**src/rtl/sdr_burst_pkg.sv**
```systemverilog
package sdr_burst_pkg;

    localparam int MODE_W      = 12;
    localparam int FLD_W       = 3;
    localparam int LEN_LSB     = 0;
    localparam int ORDER_BIT   = 3;
    localparam int LAT_LSB     = 4;
    localparam int WSINGLE_BIT = 9;
    localparam int LAT_W       = 2;
    localparam int RD_MASK_LAT = 2;

    localparam logic [FLD_W-1:0] LEN_1    = 3'b000;
    localparam logic [FLD_W-1:0] LEN_2    = 3'b001;
    localparam logic [FLD_W-1:0] LEN_4    = 3'b010;
    localparam logic [FLD_W-1:0] LEN_8    = 3'b011;
    localparam logic [FLD_W-1:0] LEN_PAGE = 3'b111;
    localparam logic [FLD_W-1:0] LAT_2    = 3'b010;

    typedef enum logic {
        ORD_SEQ = 1'b0,
        ORD_ILV = 1'b1
    } order_e;

    typedef struct packed {
        logic             full_page;
        order_e           order;
        logic [LAT_W-1:0] lat;
        logic [FLD_W-1:0] len_mask;
    } burst_cfg_t;

    typedef struct packed {
        logic             valid;
        logic [LAT_W-1:0] lat;
    } rd_stage_t;

    function automatic burst_cfg_t decode_mode(input logic [MODE_W-1:0] mw,
                                               input logic             is_write);
        burst_cfg_t c;
        logic [FLD_W-1:0] len_code;
        len_code    = mw[LEN_LSB +: FLD_W];
        c.order     = order_e'(mw[ORDER_BIT]);
        c.lat       = (mw[LAT_LSB +: FLD_W] == LAT_2) ? 2'd2 : 2'd3;
        c.full_page = 1'b0;
        unique case (len_code)
            LEN_1:    c.len_mask = 3'd0;
            LEN_2:    c.len_mask = 3'd1;
            LEN_4:    c.len_mask = 3'd3;
            LEN_8:    c.len_mask = 3'd7;
            LEN_PAGE: begin
                c.len_mask  = 3'd0;
                c.full_page = (c.order == ORD_SEQ);
            end
            default:  c.len_mask = 3'd0;
        endcase
        if (is_write && mw[WSINGLE_BIT]) begin
            c.len_mask  = 3'd0;
            c.full_page = 1'b0;
        end
        return c;
    endfunction

endpackage

```
**src/rtl/sdr_mode_decode.sv**
```systemverilog
module sdr_mode_decode
    import sdr_burst_pkg::*;
(
    input  logic [MODE_W-1:0] mode_word,
    input  logic              is_write,
    output burst_cfg_t        cfg
);
    always_comb begin
        cfg = decode_mode(mode_word, is_write);
    end
endmodule

```
**src/rtl/sdr_beat_gen.sv**
```systemverilog
module sdr_beat_gen
    import sdr_burst_pkg::*;
#(
    parameter int COL_W = 9
) (
    input  logic             clk,
    input  logic             rst,
    input  logic             start,
    input  logic             start_write,
    input  logic [COL_W-1:0] start_col,
    input  burst_cfg_t       cfg_in,
    input  logic             term,
    output logic             beat_valid,
    output logic             beat_write,
    output logic [COL_W-1:0] beat_col,
    output logic [LAT_W-1:0] beat_lat
);
    logic             active_q;
    logic             write_q;
    logic [COL_W-1:0] base_q;
    logic [COL_W-1:0] idx_q;
    logic [FLD_W-1:0] left_q;
    burst_cfg_t       cfg_q;

    logic [COL_W-1:0] wrap_mask;
    logic [COL_W-1:0] seq_col;
    logic [COL_W-1:0] ilv_col;

    always_ff @(posedge clk) begin
        if (rst) begin
            active_q <= 1'b0;
            write_q  <= 1'b0;
            base_q   <= '0;
            idx_q    <= '0;
            left_q   <= '0;
            cfg_q    <= '0;
        end else if (start) begin
            active_q <= 1'b1;
            write_q  <= start_write;
            base_q   <= start_col;
            idx_q    <= '0;
            left_q   <= cfg_in.len_mask;
            cfg_q    <= cfg_in;
        end else if (term) begin
            active_q <= 1'b0;
        end else if (active_q) begin
            if (!cfg_q.full_page && left_q == '0) begin
                active_q <= 1'b0;
            end else begin
                idx_q  <= idx_q + 1'b1;
                left_q <= left_q - 1'b1;
            end
        end
    end

    always_comb begin
        wrap_mask = cfg_q.full_page ? '1 : COL_W'(cfg_q.len_mask);
        seq_col   = (base_q & ~wrap_mask) | ((base_q + idx_q) & wrap_mask);
        ilv_col   = base_q ^ (idx_q & wrap_mask);
    end

    assign beat_valid = active_q;
    assign beat_write = write_q;
    assign beat_col   = (cfg_q.order == ORD_ILV) ? ilv_col : seq_col;
    assign beat_lat   = cfg_q.lat;
endmodule

```
**src/rtl/sdr_read_pipe.sv**
```systemverilog
module sdr_read_pipe
    import sdr_burst_pkg::*;
#(
    parameter int MAX_LAT = 3
) (
    input  logic             clk,
    input  logic             rst,
    input  logic             rd_in,
    input  logic [LAT_W-1:0] rd_lat,
    input  logic             dqm,
    output logic             rd_beat,
    output logic             rd_oe
);
    localparam int DEPTH = MAX_LAT;

    rd_stage_t              stage_q [DEPTH];
    logic [RD_MASK_LAT-1:0] mask_q;

    always_ff @(posedge clk) begin
        if (rst) stage_q[0] <= '0;
        else     stage_q[0] <= '{valid: rd_in, lat: rd_lat};
    end

    generate
        for (genvar i = 1; i < DEPTH; i++) begin : g_stage
            always_ff @(posedge clk) begin
                if (rst) stage_q[i] <= '0;
                else     stage_q[i] <= stage_q[i-1];
            end
        end
    endgenerate

    always_ff @(posedge clk) begin
        if (rst) mask_q <= '0;
        else     mask_q <= {mask_q[RD_MASK_LAT-2:0], dqm};
    end

    always_comb begin
        rd_beat = 1'b0;
        for (int i = 0; i < DEPTH; i++) begin
            if (stage_q[i].valid && int'(stage_q[i].lat) == i + 1) rd_beat = 1'b1;
        end
    end

    assign rd_oe = rd_beat & ~mask_q[RD_MASK_LAT-1];
endmodule

```
**src/rtl/sdr_burst_engine.sv**
```systemverilog
module sdr_burst_engine
    import sdr_burst_pkg::*;
#(
    parameter int COL_W   = 9,
    parameter int MAX_LAT = 3
) (
    input  logic              clk,
    input  logic              rst,
    input  logic              cmd_valid,
    input  logic              cmd_write,
    input  logic [COL_W-1:0]  cmd_col,
    input  logic [MODE_W-1:0] mode_word,
    input  logic              dqm,
    input  logic              term,
    output logic              beat_valid,
    output logic [COL_W-1:0]  beat_col,
    output logic              wr_en,
    output logic              rd_beat,
    output logic              rd_oe
);
    burst_cfg_t       cfg;
    logic             beat_write;
    logic [LAT_W-1:0] beat_lat;

    sdr_mode_decode u_dec (
        .mode_word (mode_word),
        .is_write  (cmd_write),
        .cfg       (cfg)
    );

    sdr_beat_gen #(.COL_W(COL_W)) u_gen (
        .clk         (clk),
        .rst         (rst),
        .start       (cmd_valid),
        .start_write (cmd_write),
        .start_col   (cmd_col),
        .cfg_in      (cfg),
        .term        (term),
        .beat_valid  (beat_valid),
        .beat_write  (beat_write),
        .beat_col    (beat_col),
        .beat_lat    (beat_lat)
    );

    sdr_read_pipe #(.MAX_LAT(MAX_LAT)) u_rd (
        .clk     (clk),
        .rst     (rst),
        .rd_in   (beat_valid & ~beat_write),
        .rd_lat  (beat_lat),
        .dqm     (dqm),
        .rd_beat (rd_beat),
        .rd_oe   (rd_oe)
    );

    assign wr_en = beat_valid & beat_write & ~dqm;
endmodule

```
**config.mk**
```make
export PLATFORM = sky130hd
export DESIGN_NAME = sdr_burst_engine
export DESIGN_NICKNAME = d
export VERILOG_FILES = /design/src/rtl/sdr_burst_pkg.sv /design/src/rtl/sdr_mode_decode.sv /design/src/rtl/sdr_beat_gen.sv /design/src/rtl/sdr_read_pipe.sv /design/src/rtl/sdr_burst_engine.sv
export SDC_FILE = /design/constraint.sdc
export NUM_CORES = 1
export LEC_CHECK = 0
export BUFFER_PORTS_ARGS = -buffer_cell sky130_fd_sc_hd__buf_2
export CAP_MARGIN = 10
export CORE_MARGIN = 5
export CORE_UTILIZATION = 55
export DETAILED_ROUTE_END_ITERATION = 6
export GPL_ROUTABILITY_DRIVEN = 0
export PLACE_DENSITY_LB_ADDON = 0.25
export REMOVE_ABC_BUFFERS = 1
export SKIP_LAST_GASP = 1
export SYNTH_ARGS = -nofsm -noshare
export SYNTH_HDL_FRONTEND = slang
export SYNTH_HIERARCHICAL = 1
export SYNTH_SLANG_ARGS = --single-unit
```
**constraint.sdc**
```tcl
create_clock -name clk -period 5.3 [get_ports clk]
set_input_delay 1.06 -clock clk [delete_from_list [all_inputs] [get_ports clk]]
set_output_delay 1.06 -clock clk [all_outputs]
set_load 0.01 [all_outputs]
```
==> metrics <==
Worst Setup Slack post-DPL=2080 ps; vias in the first global route=1,715; CP arrival=2510 ps; final setup vio count=0; TritonRoute pass-1 iters=4; area leader, netlist=dfxtp_1; starting density of the core=57.6%; total wire length=about 4.4 mm; clock sink count=41; area delta synth->final=10.9%; metal3 WL=236 µm; Final min period=3570 ps; PnR worst setup slack=1730 ps; worst-path fanout max=5; Synth Instances=271; fin nets=around 330; pwr dens=~250 nW/µm²; CTS root buf=clkbuf_8; Fillers=approximately 360; Slew Viols, Final=0; CTS tree=built; most common cell after layout, fill and taps aside=dfxtp_1; Crit. End Element=primary output; All-Layer GR Usage=~17%; final hold violation count=0; antenna cells=0; I/O Buffers=35; top post-synthesis cells by area=dfxtp_1, mux2i_1, nor2_1; cts repair resizes=0; share of power burned in combinational logic=10.3%; vias per cell=about 5.5; RSZ-0062 raised after global routing=no; Max Cap Violations=0; Register Area=slightly above 800 µm²; most frequent cells in the layout=dfxtp_1, nor2_1, buf_2; Post-synth ARST share=0%; Syn Std Cell Area=2340 µm²; DR vias=1,902; Max IR drop VDD=about 0.17 mV; postcts setup bufs=0; worst min path class=flop to flop; post-layout util=63.9%; met2 wire len=2.01 mm; Tcrit/Tclk final=roughly two thirds; Clock power frac=around two fifths; P_int=between 0.0005 and 0.0006 W; DRT antenna net count=0; footprint of the multi-input gates=1360 µm²; pin count of the biggest net entering global routing=34; Power, Total=0.000657 W; sw frac=23.1%; DP HPWL=3.19 mm; layout cells sized above 1=17.9%; status=complete, no violations; highest metal used=met4; Primary FF master, synth=dfxtp_1; H-tree depth=2; Die Y=75.2 µm; switching power=between 0.00015 and 0.0002 W; Site Rows=23; Worst setup SP type=flop; Lkg Pwr=1.15 nW; number of flops mapped to enable cells by yosys=0; clock tree buffer depth=2; Placeable Area=4060 µm²; DRC=0; Peak Freq=around 280 MHz; Iter 0 DRT Violations=100; Setup CP Type=flop to primary output; Worst Tran Pin Value=699 ps; sequential share of power=50.1%; Avg Synthesized Cell Area=8.62 µm²; setup_tns=0 ps; Synth Register Bits=41; first-pass GRT wire length=7.47 mm; Synth warnings=6; io pins=40; total CTS buffers=5; Distinct cells, synth=53; Req. time, crit path=4240 ps; worst hold slack=445 ps; Congestion Overflow GR=0; die area=5650 µm²; antenna violations before repair=0; overall die width=75.2 µm; cts hold-fix bufs=0; Worst-path clk slew=roughly 80 ps; drt wl/cell=12.7 µm; M1 wire length=2.08 mm; Slew HR=a little over half; sequential share of the synthesized area=a little over a third; Worst-Skew Late Latency=300 ps; Clock Skews=2.68 ps; post-synth top area share=about a third
-- state kept, by name, summed over array words and instances (netlist names) --
signal / cells
u_gen/beat_lat: 2
u_gen/idx_q: 9
u_rd/mask_q: 2
u_gen/cfg_q: 5
u_gen/base_q: 9
u_rd/stage_q: 9
u_gen/beat_write: 1
u_gen/beat_valid: 1
u_gen/left_q: 3
-- kinds of logic after synthesis --
group,after synthesis,share of synthesized area [%]
AO/OA/AOI/OAI,50,13.3
XOR/XNOR,14,5.25
adder cells (fa/ha/maj),12,6.75
buffers and inverters,31,6.48
flip-flops,41,35.1
multiplexers,16,6.86
other,1,0.161
AND/OR/NAND/NOR,106,26.1
-- area by class of cell --
cell class,count,area share (%)
Clock buffer,6,3.19
Timing Repair Buffer,35,6.76
Tap cell,50,2.41
Sequential cell,41,31.7
Clock inverter,2,1.45
Multi-Input combinational cell,199,52.6
Inverter,13,1.88
-- worst max-delay path, stage by stage (launching register included) --
cell      delay (ps)
dfxtp_1          420
ha_1             200
inv_1             60
fa_1             380
nand2b_1         220
a21oi_1          290
o31a_1           220
xnor2_1          130
o221ai_1         120
buf_2            170
-- cells in the mapped netlist, drive strengths merged (2+ instances only) --
library cell / count
xor2: 6
o21ai: 13
nand2b: 8
or2: 2
and4b: 4
nor2: 38
buf: 11
clkbuf: 7
o22a: 2
o221ai: 3
a31oi: 6
nor3: 4
dfxtp: 41
mux2i: 16
nand4: 5
nand3b: 2
nand2: 12
ha: 11
xnor2: 8
nor2b: 14
and3b: 3
and3: 2
inv: 13
or3b: 2
a21oi: 15
nand3: 3
-- path summary, 6_finish.rpt --
check / start / end / slack, ps / depth (start not counted)
worst min-delay path: u_rd/mask_q[0] / u_rd/mask_q[1] / 440 / 1
worst min register to register: u_rd/mask_q[0] / u_rd/mask_q[1] / 440 / 1
worst max register to register: u_gen/cfg_q[6] / u_gen/left_q[1] / 3220 / 5
worst max-delay path: u_gen/idx_q[0] / beat_col[6] / 1730 / 9
-- per-layer routing --
metal | GRT usage, % | vias up
met5 | 0 | -
li1 | - | 982
met2 | 28.5 | 41
met1 | 21.2 | 874
met4 | 7.57 | 0
met3 | 4.27 | 5
-- power groups by stage --
| stage | sequential, W | combinational [W] | clock, W |
|---|---|---|---|
| 2_1_floorplan | 0.000334 | 0.0000415 | 0 |
| 3_3_place_gp | 0.000336 | 0.0000668 | 0 |
| 3_5_place_dp | 0.000337 | 0.0000678 | 0 |
| 4_1_cts | 0.000329 | 0.0000680 | 0.000267 |
| 5_1_grt | 0.000331 | 0.0000754 | 0.000282 |
| 6_report | 0.000330 | 0.0000674 | 0.000260 |
-- stage by stage --
| step | instances | area [µm²] |
|---|---|---|
| floorplan | 253 | 2230 |
| global placement | 338 | 2470 |
| detailed placement | 338 | 2470 |
| CTS | 346 | 2590 |
| global route | 346 | 2590 |
| finish | 346 | 2590 |
Power figures use the tool's default switching activity.
